[src/rtl/frl_pkg.sv]
// Package: shared types for the redundant fabric link interface.
// Assumes: two links only, identified by one bit.
package frl_pkg;
    typedef enum logic {
        LINK_A = 1'b0,
        LINK_B = 1'b1
    } link_id_t;
endpackage

[src/rtl/frl_tx_fanout.sv]
// Module: frl_tx_fanout
// Purpose: copies the network-processor transmit word to both fabric links
//          in the same cycle.
// Assumes: both fabrics accept a word every cycle; there is no backpressure.
module frl_tx_fanout #(
    parameter int W = 32
) (
    input  logic [W-1:0] src_data,
    input  logic         src_valid,
    output logic [W-1:0] dst_a_data,
    output logic         dst_a_valid,
    output logic [W-1:0] dst_b_data,
    output logic         dst_b_valid
);
    // Purpose: combinational replication of the word and its valid flag.
    always_comb begin
        dst_a_data  = src_data;
        dst_a_valid = src_valid;
        dst_b_data  = src_data;
        dst_b_valid = src_valid;
    end
endmodule

[src/rtl/frl_rx_buffer.sv]
// Module: frl_rx_buffer
// Purpose: per-link receive FIFO. When full, a new word replaces the oldest
//          word and a sticky overflow flag is set. A flush empties the FIFO
//          but keeps a word written in the same cycle.
// Assumes: DEPTH is a power of two; flush takes priority over pop.
module frl_rx_buffer #(
    parameter int W     = 32,
    parameter int DEPTH = 8
) (
    input  logic             clk,
    input  logic             rst_n,
    input  logic             push,
    input  logic [W-1:0]     din,
    input  logic             pop,
    input  logic             flush,
    output logic [W-1:0]     head,
    output logic             empty,
    output logic [$clog2(DEPTH):0] level,
    output logic             ovf
);
    localparam int AW = $clog2(DEPTH);
    localparam logic [AW:0] FULL_LVL = (AW+1)'(DEPTH);

    logic [W-1:0]  mem [DEPTH];
    logic [AW-1:0] wr_ptr, rd_ptr;
    logic [AW:0]   cnt;
    logic          do_pop, full, drop;
    logic [AW-1:0] wr_addr;

    // Purpose: decode this cycle's pop, drop-oldest and write address.
    always_comb begin
        full    = (cnt == FULL_LVL);
        do_pop  = pop && (cnt != '0) && !flush;
        drop    = push && full && !do_pop && !flush;
        wr_addr = flush ? '0 : wr_ptr;
    end

    // Purpose: storage write; holds data only, so it has no reset.
    always_ff @(posedge clk) begin
        if (push) mem[wr_addr] <= din;
    end

    // Purpose: pointer, occupancy and sticky-flag updates.
    always_ff @(posedge clk) begin
        if (!rst_n) begin
            wr_ptr <= '0;
            rd_ptr <= '0;
            cnt    <= '0;
            ovf    <= 1'b0;
        end else if (flush) begin
            rd_ptr <= '0;
            wr_ptr <= push ? AW'(1) : '0;
            cnt    <= push ? (AW+1)'(1) : '0;
        end else begin
            if (push) wr_ptr <= wr_ptr + AW'(1);
            if (do_pop || drop) rd_ptr <= rd_ptr + AW'(1);
            if (!drop)
                cnt <= cnt + {{AW{1'b0}}, push} - {{AW{1'b0}}, do_pop};
            if (drop) ovf <= 1'b1;
        end
    end

    assign head  = mem[rd_ptr];
    assign empty = (cnt == '0);
    assign level = cnt;
endmodule

[src/rtl/frl_rx_select.sv]
// Module: frl_rx_select
// Purpose: keeps the registered active-link choice and the switchover
//          counter. It steers read and flush to the two FIFOs and muxes all
//          lanes of the word together from the active FIFO.
// Assumes: a switchover happens on a clock edge, so only whole words move.
module frl_rx_select
    import frl_pkg::*;
#(
    parameter int LANES  = 4,
    parameter int LANE_W = 8,
    parameter int CNT_W  = 8
) (
    input  logic                    clk,
    input  logic                    rst_n,
    input  logic                    sel_req,
    input  logic                    rdy,
    input  logic [LANES*LANE_W-1:0] head_a,
    input  logic                    empty_a,
    input  logic [LANES*LANE_W-1:0] head_b,
    input  logic                    empty_b,
    output logic                    pop_a,
    output logic                    pop_b,
    output logic                    flush_a,
    output logic                    flush_b,
    output logic [LANES*LANE_W-1:0] out_data,
    output logic                    out_valid,
    output logic                    act_b,
    output logic [CNT_W-1:0]        swaps
);
    link_id_t act_q;
    logic     swap;

    // Purpose: detect a switchover and route read and flush to the FIFOs.
    always_comb begin
        swap      = (link_id_t'(sel_req) != act_q);
        out_valid = (act_q == LINK_A) ? !empty_a : !empty_b;
        pop_a     = rdy && out_valid && (act_q == LINK_A);
        pop_b     = rdy && out_valid && (act_q == LINK_B);
        flush_a   = swap && (act_q == LINK_A);
        flush_b   = swap && (act_q == LINK_B);
    end

    // Purpose: register the active link and count switchovers.
    always_ff @(posedge clk) begin
        if (!rst_n) begin
            act_q <= LINK_A;
            swaps <= '0;
        end else if (swap) begin
            act_q <= link_id_t'(sel_req);
            swaps <= swaps + CNT_W'(1);
        end
    end

    // Purpose: one shared select drives the mux of every lane.
    for (genvar l = 0; l < LANES; l++) begin : g_lane
        assign out_data[l*LANE_W +: LANE_W] = (act_q == LINK_B)
            ? head_b[l*LANE_W +: LANE_W] : head_a[l*LANE_W +: LANE_W];
    end

    assign act_b = (act_q == LINK_B);
endmodule

[src/rtl/fabric_link_redund.sv]
// Module: fabric_link_redund (top)
// Purpose: redundant switch-fabric interface. Transmit words go to both
//          fabrics; receive words are buffered per link and one link is
//          forwarded, chosen by a registered select.
// Assumes: links are aligned and deskewed, and share this block's clock.
module fabric_link_redund #(
    parameter int LANES  = 4,
    parameter int LANE_W = 8,
    parameter int DEPTH  = 8,
    parameter int CNT_W  = 8
) (
    input  logic                    clk,
    input  logic                    rst_n,
    input  logic [LANES*LANE_W-1:0] np_tx_data,
    input  logic                    np_tx_valid,
    output logic [LANES*LANE_W-1:0] fab_a_tx_data,
    output logic                    fab_a_tx_valid,
    output logic [LANES*LANE_W-1:0] fab_b_tx_data,
    output logic                    fab_b_tx_valid,
    input  logic [LANES*LANE_W-1:0] lnk_a_rx_data,
    input  logic                    lnk_a_rx_valid,
    input  logic [LANES*LANE_W-1:0] lnk_b_rx_data,
    input  logic                    lnk_b_rx_valid,
    input  logic                    sel_b,
    input  logic                    np_rx_ready,
    output logic [LANES*LANE_W-1:0] np_rx_data,
    output logic                    np_rx_valid,
    output logic                    active_b,
    output logic [CNT_W-1:0]        swap_count,
    output logic                    ovf_a,
    output logic                    ovf_b
);
    localparam int W  = LANES * LANE_W;
    localparam int LW = $clog2(DEPTH) + 1;

    logic [W-1:0]  head_a, head_b;
    logic          empty_a, empty_b;
    logic          pop_a, pop_b, flush_a, flush_b;
    logic [LW-1:0] a_level, b_level;

    frl_tx_fanout #(.W(W)) u_tx (
        .src_data   (np_tx_data),
        .src_valid  (np_tx_valid),
        .dst_a_data (fab_a_tx_data),
        .dst_a_valid(fab_a_tx_valid),
        .dst_b_data (fab_b_tx_data),
        .dst_b_valid(fab_b_tx_valid)
    );

    frl_rx_buffer #(.W(W), .DEPTH(DEPTH)) u_buf_a (
        .clk(clk), .rst_n(rst_n),
        .push(lnk_a_rx_valid), .din(lnk_a_rx_data),
        .pop(pop_a), .flush(flush_a),
        .head(head_a), .empty(empty_a), .level(a_level), .ovf(ovf_a)
    );

    frl_rx_buffer #(.W(W), .DEPTH(DEPTH)) u_buf_b (
        .clk(clk), .rst_n(rst_n),
        .push(lnk_b_rx_valid), .din(lnk_b_rx_data),
        .pop(pop_b), .flush(flush_b),
        .head(head_b), .empty(empty_b), .level(b_level), .ovf(ovf_b)
    );

    frl_rx_select #(.LANES(LANES), .LANE_W(LANE_W), .CNT_W(CNT_W)) u_sel (
        .clk(clk), .rst_n(rst_n),
        .sel_req(sel_b), .rdy(np_rx_ready),
        .head_a(head_a), .empty_a(empty_a),
        .head_b(head_b), .empty_b(empty_b),
        .pop_a(pop_a), .pop_b(pop_b),
        .flush_a(flush_a), .flush_b(flush_b),
        .out_data(np_rx_data), .out_valid(np_rx_valid),
        .act_b(active_b), .swaps(swap_count)
    );
endmodule

[config.mk]
export PLATFORM = sky130hd
export DESIGN_NAME = fabric_link_redund
export DESIGN_NICKNAME = d
export VERILOG_FILES = /design/src/rtl/frl_pkg.sv /design/src/rtl/frl_tx_fanout.sv /design/src/rtl/frl_rx_buffer.sv /design/src/rtl/frl_rx_select.sv /design/src/rtl/fabric_link_redund.sv
export SDC_FILE = /design/constraint.sdc
export NUM_CORES = 1
export LEC_CHECK = 0
export ABC_AREA = 1
export BUFFER_PORTS_ARGS = -buffer_cell sky130_fd_sc_hd__buf_4
export CAP_MARGIN = 25
export CELL_PAD_IN_SITES_DETAIL_PLACEMENT = 0
export CELL_PAD_IN_SITES_GLOBAL_PLACEMENT = 1
export CORE_UTILIZATION = 43
export DETAILED_ROUTE_END_ITERATION = 10
export HOLD_SLACK_MARGIN = 0.05
export PLACE_DENSITY_LB_ADDON = 0.1
export REMOVE_ABC_BUFFERS = 1
export SLEW_MARGIN = 20
export SYNTH_ARGS = -nofsm -noshare
export SYNTH_HDL_FRONTEND = slang
export SYNTH_HIERARCHICAL = 1
export SYNTH_SLANG_ARGS = --single-unit
[constraint.sdc]
create_clock -name clk -period 3.3 [get_ports clk]
set_input_delay 0.33 -clock clk [delete_from_list [all_inputs] [get_ports clk]]
set_output_delay 0.33 -clock clk [all_outputs]
set_load 0.1 [all_outputs]
# Word-level counts from Yosys, hierarchy flattened
# Memories as Yosys holds them, arrays and structs flattened. A register that Yosys moved wholly into a read port is not among the register bits.
# Cells that the tools add are included.
# classes
addsub	9
n_eq_ne	5
n_mux	27
n_bitwise	4
n_reduce_logical	33
# op_table
cell	n
8-bit 2-to-1 mux	4
3-bit 2-to-1 mux	10
4-bit 2-to-1 mux	4
1-bit logical AND	15
3-bit by 1-bit adder with 3-bit output, second input constant	4
1-bit 2-to-1 mux	9
4-bit by 1-bit adder with 4-bit output	2
8-bit by 1-bit adder with 8-bit output, second input constant	1
4-bit equality test, second input constant	2
4-bit zero test	2
4-bit nonzero test	2
4-bit by 1-bit subtractor with 4-bit output	2
1-bit zero test	6
2-bit by 1-bit inequality test with 1-bit output, second input constant	2
1-bit inverter	4
2-bit AND reduction	2
2-bit nonzero test	2
2-bit OR reduction	2
1-bit logical OR	2
1-bit inequality test	1
# word_totals
reg_bits	31
mem_bits_rw	512
input_bits	103
output_inout_bits	110
elab_cells	90
memories	2
# mem_list
memory	words	width	read_ports	rd_clocked_by_memory_dff	write_ports	line_no	rtl
u_buf_a.mem	8	32	1	1	1	frl_rx_buffer.sv:24	logic [W-1:0] mem [DEPTH];
u_buf_b.mem	8	32	1	1	1	frl_rx_buffer.sv:24	

# Depth between registers and ports, before layout
# Gate-level depths: netlist of run 1.
# depth
ltp_word	13
mapped_depth	18
ltp_nobuf	18

# Modules after synthesis
# The synthesis of run 1 kept the hierarchy.
# modules_own_cells
module	n_inst	cells_each	area_each_um2	seq_area_each_um2
frl_rx_buffer at u_buf_b	1	895	10795.4	7967.6
frl_rx_buffer at u_buf_a	1	759	10630.2	7967.6
frl_rx_select	1	176	909.6	180.2
frl_tx_fanout	1	66	495.5	0.0

# Worst setup path after synthesis of run 1
# No wires, ideal clock.
# synth_timing
path_kind	register -> register
from	register u_sel.act_q, in the netlist u_sel/act_b
to	memory u_buf_a.mem[1][0] (enable)
setup_time_ns	0.421
arrival_time_ns	3.401
required_ns	2.879
slack_ns	-0.522
stages_incl_launch_ff	10
path_buffers	2
synth_period_minus_slack_ns	3.822
path_cell_list	dfxtp_1 -> buf_4 -> inv_4 -> buf_4 -> ha_1 -> inv_2 -> nand2_1 -> inv_1 -> nand2_1 -> nor2_1
# synth_between
elab_chain_cells	3
word_cells_on_any_way	4
classes_between	1 x eq/ne; 1 x mux; 1 x bitwise; 1 x reduce/logical
# synth_lines
element	line_no	rtl
from (decl)	frl_rx_select.sv:30	link_id_t act_q;
from (signal assigned)	frl_rx_select.sv:49	act_q <= link_id_t'(sel_req);
1-bit inequality test / 1-bit inverter (equally long branches)	--	
1-bit logical AND (*)	frl_rx_select.sv:39	flush_a = swap && (act_q == LINK_A);
via flush_a	fabric_link_redund.sv:38	logic pop_a, pop_b, flush_a, flush_b;
3-bit 2-to-1 mux (*)	frl_rx_buffer.sv:35	wr_addr = flush ? '0 : wr_ptr;
to (decl)	frl_rx_buffer.sv:24	
# The timed path passes the listed nets; every way through them passes the cells marked *.

==> impl_metrics.json, run 1 <==
{
  "insertion_delay_ns": 0.61,
  "fmax_mhz": 332,
  "cts.htree.levels": 2,
  "synth_cells": 1896,
  "nNetsFinal": 2134,
  "hold_depth": 3,
  "r2r_cells": 13,
  "final_area_um2": 26700,
  "synth_xor_area_share_pct": 0.0767,
  "path_max_fanout": 50,
  "row_count": 84,
  "antennaDiodeCount": 0,
  "setup_viol": 0,
  "synth_top_family_by_area": "simple AND/OR/NAND/NOR gates",
  "timing.final.crit_share_pct": 91.3,
  "cts_tree": "yes",
  "yosys.area_share.simple_pct": 11.5,
  "p_leak_nw": 9.46,
  "layout_commonest_cell": "edfxtp_1",
  "yosysWarnings": 6,
  "async_flop_share_pct": 0,
  "synth_seq_area_share_pct": 70.6,
  "cts.clk_slew.worst_paths_ns": 0.06,
  "grt_usage_pct": 20.9,
  "rsz0062_at_grt": "no",
  "drtPass1Iterations": 6,
  "ctsRootBufferMaster": "clkbuf_16",
  "cp_data_required_time_ns": 2.97,
  "die_h_um": 232,
  "vias_per_cell": 5.13,
  "vias": 14072,
  "numPortBuffers": 113,
  "synthMuxAreaShare_pct": 2.89,
  "grt_max_degree": 129,
  "startpoint_type": "flip-flop",
  "outcome": "finished clean",
  "dp.cells": 2570,
  "arrival_ns": 2.68,
  "synth-compound-area-share_pct": 8.03,
  "gp_congestion": 0.764,
  "layout_common_cells": "edfxtp_1, nand2_1, nor2_1, o21ai_0, buf_4",
  "synthFlopType": "edfxtp_1",
  "drt.antenna.violating_nets": 0,
  "fin_crit_ns": 3.01,
  "antenna_found_initial": 0,
  "final.setup_skew_ns": 0.0116,
  "wire_per_inst_um": 20.5,
  "slew_viol_final": 0,
  "slowest_delay_ns": 0.37,
  "min_path_type": "input pin to flip-flop",
  "core_um2": 52600,
  "drt_wl_total_mm": 56.1,
  "dieWidth_um": 232,
  "end_kind": "primary output",
  "area_growth_pct": 16.9,
  "syn_avg_cell_area_um2": 12.0,
  "tns_ns": 0,
  "crit_family": "buffers and inverters",
  "initial_core_util_pct": 43.4,
  "syn_area_um2": 22800,
  "power_density_nw_per_um2": 647,
  "cp_common_cell": "nand2_1",
  "crit_chain": "clkinv_2 -> buf_12 -> o21ai_0 -> o21ai_1 -> nand2_1 -> nand2_1 -> nand2_1 -> nand2_1 -> buf_4",
  "drive_above_1_share_pct": 12.8,
  "place_hpwl_mm": 32.5,
  "tightest_slew_ns": 0.677,
  "ioPinCount": 213,
  "ys_types": 34,
  "dieArea_um2": 54000,
  "synth_fa_ha_area_share_pct": 1.22,
  "drc_errors": 0,
  "crit_cells": 9,
  "slew_headroom_pct": 54.8,
  "synth_edf_count": 512,
  "max_cap_viol_count": 0,
  "drtIter0Drc": 768,
  "clock_path_buffers": 3,
  "final_cells": 2744,
  "grt_overflow_total": 0,
  "cpMaxStageDelayCell": "clkinv_2",
  "final_hold_viol_count": 0,
  "cts.sinks": 549,
  "crit_type": "flip-flop to primary output",
  "ir_drop_mv": 0.395,
  "post_dp_cell_area_um2": 24100,
  "grt_pass1_wl_mm": 84.2,
  "cp_num_buf_inv": 3,
  "ys_ff_latch": 549,
  "cts_buffers": 59,
  "grt_pass1_vias": 13648,
  "power.total_w": 0.0173
}
==> synthesized netlist by cell type (2+ instances only) <==
| library cell | n | area share [%] |
|---|---|---|
| a21oi_1 | 19 | 0.42 |
| nor2_1 | 316 | 5.2 |
| ha_1 | 19 | 1.0 |
| buf_6 | 7 | 0.35 |
| mux2i_1 | 66 | 2.9 |
| clkbuf_2 | 5 | 0.11 |
| o21ai_0 | 196 | 4.3 |
| nand3_2 | 2 | 0.088 |
| o21ai_1 | 68 | 1.5 |
| nand3_1 | 12 | 0.26 |
| buf_1 | 8 | 0.13 |
| buf_12 | 2 | 0.18 |
| o22ai_1 | 64 | 1.8 |
| inv_2 | 4 | 0.066 |
| dfxtp_1 | 37 | 3.2 |
| nand4_1 | 2 | 0.055 |
| buf_4 | 77 | 2.5 |
| nand2_1 | 345 | 5.7 |
| nor3_1 | 4 | 0.088 |
| clkbuf_1 | 32 | 0.53 |
| edfxtp_1 | 512 | 67 |
| fa_1 | 2 | 0.18 |
| xor2_1 | 2 | 0.077 |
| buf_8 | 3 | 0.20 |
| buf_2 | 30 | 0.66 |
| inv_1 | 53 | 0.87 |
| nand2_2 | 2 | 0.055 |
==> metrics by stage <==
stage | worst slack, ns | util, % | hold slack [ns]
floorplan | -2.56 | - | 0.429
global placement | 0.710 | 45.9 | 0.452
global route | 0.104 | 50.8 | 0.0816
CTS | 0.240 | 50.8 | 0.0551
finish | 0.288 | 50.8 | 0.0884
detailed placement | 0.680 | 45.9 | 0.461
==> layout make-up <==
cell class,instances,area (um^2)
Fill cell,4647,25900
Sequential cell,549,16100
Multi-Input combinational cell,1124,5540
Timing Repair Buffer,218,2040
Clock buffer,73,1570
Tap cell,688,861
Clock inverter,34,310
Inverter,58,221
==> flip-flops by register name, indices dropped and copies added (netlist names), 3 cells and up, named ones only <==
signal and cells:
u_buf_a/rd_ptr 3, u_buf_a/wr_ptr 3, u_sel/swaps 8, u_buf_a/level 4
u_buf_b/rd_ptr 3, u_buf_a/mem 256, u_buf_b/level 4, u_buf_b/wr_ptr 3
u_buf_b/mem 256
==> repair_timing <==
action	in CTS	in global routing
hold buffers	67	0
gates resized for setup	0	0
endpoints found under the setup margin	0	0
endpoints found under the hold margin	526	0
buffers inserted	0	0
==> tightest hold or removal path, stage by stage <==
cell	delay, ns
buf_4	0.13
a21oi_1	0.07
nor3_1	0.11
==> final timing paths <==
path / startpoint / end / slack, ns
setup / recovery: flip-flop / np_rx_data[12] / 0.29
setup reg to reg: u_sel/act_b / u_buf_a/level[2] / 0.71
hold / removal: lnk_b_rx_valid / u_buf_b/wr_ptr[2] / 0.09
hold reg to reg: u_buf_a/level[2] / u_buf_a/level[2] / 0.48
==> report_power, final <==
part	switching, W	total [W]	internal, W
combinational	0.00219	0.00298	0.000791
sequential	0.0000779	0.00788	0.00780
clock	0.00259	0.00640	0.00381
==> logic make-up (layout without fill, tap and decap cells) <==
group                      Yosys count  after routing
and+or+nand+nor                    686            686
DFF                                549            549
AOI/OAI and AO/OA                  349            349
buffers and inverters              223            383
muxes                               66             66
adders and majority gates           21             21
xor gates and xnor gates             2              2
==> layer usage <==
layer	track usage, %	vias to the layer above	routed length, um
li1	-	6827	-
met1	28.1	6852	25300
met2	34.0	307	26700
met3	4.34	86	2890
met4	6.09	0	1260
met5	1.56	-	0
Note: power is estimated with default switching activity, not from simulation.
==> inputs of run 2 (changes only) <==
- CORE_UTILIZATION: 43 -> 52
- clock period: 3.3 -> 3.8 ns (I/O delays scaled with it)
==> impl_metrics.json, run 2 (synthesis gave the netlist of run 1 again) <==
{
  "dieWidth_um": 212,
  "ctsRootBufferMaster": "clkbuf_16",
  "core_um2": 43200,
  "fin_crit_ns": 3.26,
  "drc_errors": 0,
  "insertion_delay_ns": 0.60,
  "cts_tree": "yes",
  "final.setup_skew_ns": 0.00857,
  "end_kind": "primary output",
  "grt_max_degree": 93,
  "tightest_slew_ns": 0.756,
  "top_regs": "u_buf_a/mem: 256 flops, u_buf_b/mem: 256 flops, u_sel/swaps: 8 flops",
  "cts.htree.levels": 2,
  "cts_buffers": 55,
  "max_cap_viol_count": 0,
  "setup_viol": 0,
  "cpMaxStageDelayCell": "dfxtp_4",
  "cts.clk_slew.worst_paths_ns": 0.06,
  "layout_commonest_cell": "edfxtp_1",
  "drtPass1Iterations": 8,
  "drt.antenna.violating_nets": 0,
  "vias": 14326,
  "power_density_nw_per_um2": 555,
  "grt_overflow_total": 0,
  "drive_above_1_share_pct": 13.2,
  "vias_per_cell": 5.42,
  "fmax_mhz": 307,
  "startpoint_type": "flip-flop",
  "dieArea_um2": 44700,
  "cts_setup_buffers": 0,
  "crit_family": "buffers and inverters",
  "num-fill-cells": 3514,
  "layout_common_cells": "edfxtp_1, nand2_1, nor2_1, o21ai_0, buf_4",
  "drt_wl_total_mm": 54.5,
  "cp_common_cell": "nand2_1",
  "wire_per_inst_um": 20.6,
  "min_path_type": "input pin to flip-flop",
  "grt_pass1_vias": 13995,
  "slew_viol_final": 0,
  "die_h_um": 212,
  "row_count": 76,
  "timing.final.crit_share_pct": 85.8,
  "path_max_fanout": 52,
  "arrival_ns": 2.88,
  "grt_usage_pct": 25.0,
  "final_hold_viol_count": 0,
  "numPortBuffers": 113,
  "holdWs_ns": 0.0956,
  "gp_congestion": 0.784,
  "cp_data_required_time_ns": 3.42,
  "utilization_pct": 60.9,
  "nNetsFinal": 2138,
  "place_hpwl_mm": 32.2,
  "cp_num_buf_inv": 2,
  "drtIter0Drc": 1113,
  "cts.sinks": 549,
  "ir_drop_mv": 0.413,
  "grt_pass1_wl_mm": 83.1,
  "p_leak_nw": 9.38,
  "rsz0062_at_grt": "no",
  "initial_core_util_pct": 52.9,
  "slew_headroom_pct": 49.5,
  "outcome": "finished clean",
  "ioPinCount": 213,
  "area_growth_pct": 15.1,
  "crit_chain": "buf_4 -> nor2_1 -> nor2_1 -> o21ai_0 -> o21ai_0 -> nand2_1 -> nand2_1 -> nand2_1 -> nand2_1 -> buf_4",
  "slowest_delay_ns": 0.71,
  "crit_type": "flip-flop to primary output",
  "antenna_found_initial": 1,
  "clock_path_buffers": 3,
  "power.total_w": 0.0146
}
[run 2: worst paths after layout]
| path | cells after the start | endpoint | startpoint | slack (ns) |
|---|---|---|---|---|
| setup / recovery | 10 | np_rx_data[19] | flip-flop | 0.54 |
| hold / removal | 3 | u_sel/act_b | sel_b | 0.1 |
| setup reg to reg | 16 | u_buf_a/level[2] | u_buf_a/level[2] | 1.26 |
| hold reg to reg | 2 | u_buf_a/level[2] | u_buf_a/level[2] | 0.47 |
[run 2: layout make-up]
cell class / instances / area [um^2] / share of cell area, %
tap: 585 / 732 / 2.79
timing repair buffer: 226 / 1930 / 7.35
sequential: 549 / 16100 / 61.4
antenna: 1 / 2.50 / 0.00952
inverter: 58 / 221 / 0.843
clock inverter: 31 / 285 / 1.09
clock buffer: 70 / 1430 / 5.45
multi-input combinational: 1124 / 5540 / 21.1
[run 2: repair_timing]
action	4_1_cts	5_1_grt
endpoints found under the hold margin	512	0
hold buffers	64	0
resized for setup	0	0
[run 2: worst reg2reg max path, cell delays in order, from the launching register on]
cell and delay (ns):
dfxtp_1 0.32, inv_1 0.07, ha_1 0.19, nand2_1 0.11
inv_1 0.09, nor3_1 0.18, inv_1 0.05, nor2_1 0.11
nand2_1 0.12, inv_1 0.08, ha_1 0.11, inv_1 0.04
ha_1 0.20, fa_1 0.39, xor2_1 0.18, nand3_1 0.10
a21oi_1 0.13
[run 2: routing by layer]
layer	vias up	track usage (%)	part of all wire, %
met3	82	6.01	7.0
li1	6817	-	-
met1	7001	34.5	44
met2	424	39.6	47
met5	-	1.78	0.024
met4	2	6.30	1.7
[run 2: report_power, final]
group | total [W] | internal (W) | switching (W)
clock | 0.00519 | 0.00300 | 0.00219
combinational | 0.00250 | 0.000675 | 0.00183
sequential | 0.00689 | 0.00677 | 0.000118
[run 2: metrics by stage]
| stage | instances | setup TNS [ns] | instance area, um^2 | setup slack, ns |
|---|---|---|---|---|
| after floorplan | 1731 | -223.46 | 21800 | -2.11 |
| after global placement | 2478 | 0 | 23900 | 1.18 |
| after detailed placement | 2478 | 0 | 23900 | 1.18 |
| after CTS | 2643 | 0 | 26300 | 0.531 |
| after global routing | 2643 | 0 | 26300 | 0.273 |
| final | 2644 | 0 | 26300 | 0.538 |
==> inputs of run 3 (changes only) <==
- CORE_MARGIN: not set -> 1
- CORE_UTILIZATION: 52 -> 35
- MAX_ROUTING_LAYER: not set -> met4
==> impl_metrics.json, run 3 (synthesis gave the netlist of run 1 again) <==
{
  "outcome": "finished clean",
  "cp_num_buf_inv": 2,
  "cts.htree.levels": 2,
  "grt_usage_pct": 18.6,
  "arrival_ns": 2.89,
  "cts_tree": "yes",
  "drt_wl_total_mm": 59.5,
  "ir_drop_mv": 0.327,
  "post_dp_cell_area_um2": 24200,
  "top_regs": "u_buf_a/mem: 256 flops, u_buf_b/mem: 256 flops, u_sel/swaps: 8 flops",
  "drtIter0Drc": 826,
  "power_density_nw_per_um2": 557,
  "layout_common_cells": "edfxtp_1, nand2_1, nor2_1, o21ai_0, buf_4",
  "drive_above_1_share_pct": 12.9,
  "row_count": 93,
  "antenna_found_initial": 2,
  "wire_per_inst_um": 20.4,
  "cts.sinks": 549,
  "grt_pass1_vias": 14108,
  "slew_headroom_pct": 48.1,
  "tns_ns": 0,
  "grt_pass1_wl_mm": 90.4,
  "vias_per_cell": 4.85,
  "utilization_pct": 41.4,
  "crit_chain": "buf_4 -> nor2_1 -> nor2_1 -> o21ai_0 -> o21ai_1 -> nand2_1 -> nand2_1 -> nand2_1 -> nand2_1 -> buf_4",
  "end_kind": "primary output",
  "ctsRootBufferMaster": "clkbuf_16",
  "crit_family": "buffers and inverters",
  "setup_viol": 0,
  "slowest_delay_ns": 0.61,
  "drc_errors": 0,
  "layout_commonest_cell": "edfxtp_1",
  "timing.final.crit_share_pct": 85.9,
  "nNetsFinal": 2136,
  "area_growth_pct": 17.0,
  "slew_viol_final": 0,
  "ioPinCount": 213,
  "cp_common_cell": "nand2_1",
  "core_um2": 64500,
  "p_leak_nw": 9.40,
  "initial_core_util_pct": 35.4,
  "cts.repair.resized": 0,
  "max_cap_viol_count": 0,
  "startpoint_type": "flip-flop",
  "cts_setup_buffers": 0,
  "insertion_delay_ns": 0.63,
  "place_hpwl_mm": 34.6,
  "numPortBuffers": 113,
  "vias": 14144,
  "crit_type": "flip-flop to primary output",
  "min_path_type": "input pin to flip-flop",
  "fin_crit_ns": 3.27,
  "holdWs_ns": 0.0884,
  "gp_congestion": 0.768,
  "num-fill-cells": 6179,
  "final_area_um2": 26700,
  "final.setup_skew_ns": 0.0235,
  "tightest_slew_ns": 0.778,
  "rsz0062_at_grt": "no",
  "cts_buffers": 59,
  "path_max_fanout": 69,
  "grt_overflow_total": 0,
  "fmax_mhz": 306,
  "grt_max_degree": 81,
  "final_hold_viol_count": 0,
  "dieWidth_um": 257,
  "cp_data_required_time_ns": 3.42,
  "cpMaxStageDelayCell": "buf_4",
  "drtPass1Iterations": 7,
  "drt.antenna.violating_nets": 0,
  "die_h_um": 257,
  "dieArea_um2": 66300,
  "clock_path_buffers": 3,
  "cts.clk_slew.worst_paths_ns": 0.06
}
## run 3: cell count changes in the layout (fill, tap and decap cells not counted), moves of 2 or more
cell	before	now
diode_2	1	3
inv_6	3	1
clkbuf_1	15	7
buf_12	6	8
buf_4	156	146
clkbuf_16	55	60
dlygate4sd3_1	64	66
clkinv_1	11	23
clkinvlp_4	3	1
## run 3: tightest hold or removal path, stage by stage
cell and delay, ns:
buf_4 0.18, nand2_1 0.08, nor2_1 0.03
## run 3: repair_timing
action                                  4_1_cts  5_1_grt
endpoints found under the setup margin        0        0
hold buffers                                 66        0
hold endpoints to repair                    516        0
## run 3: layout make-up
type	count	area [um^2]	share of cell area (%)
clock inverter	40	299	1.12
timing repair buffer	220	1920	7.18
tap	855	1070	4.00
clock buffer	67	1530	5.72
sequential	549	16100	60.4
inverter	58	221	0.829
antenna	3	7.51	0.0281
multi-input combinational	1124	5540	20.7
## run 3: metal layers
layer  routed length [um]  GRT usage [%]  vias up
met2                27300           28.7      287
met1                28300           25.1     6932
met3                 2720           3.96       88
met4                 1130           4.40        0
li1                     -              -     6837
met5                    0              -        -
## run 3: report_power, final
part / internal [W] / switching (W) / leakage [nW]
clock network: 0.00313 / 0.00233 / 0.893
registers: 0.00677 / 0.0000959 / 4.96
logic: 0.000671 / 0.00189 / 3.56
## run 3: path summary, 6_finish.rpt
check	from	endpoint	slack, ns	cells after the start
hold / removal	rst_n	u_sel/swaps[3]	0.09	3
setup reg to reg	u_sel/act_b	u_buf_a/mem[5][26]	1.17	9
hold reg to reg	u_buf_a/level[2]	u_buf_a/level[2]	0.46	2
setup / recovery	flip-flop	np_rx_data[9]	0.53	10
## run 3: through the flow
step	total power [W]	worst slack, ns	cells
finish	0.0149	0.534	2916
global route	0.0155	0.252	2915
CTS	0.0151	0.464	2913
detailed placement	0.00953	1.15	2740
global placement	0.00953	1.16	2740
floorplan	0.00871	-2.11	1731
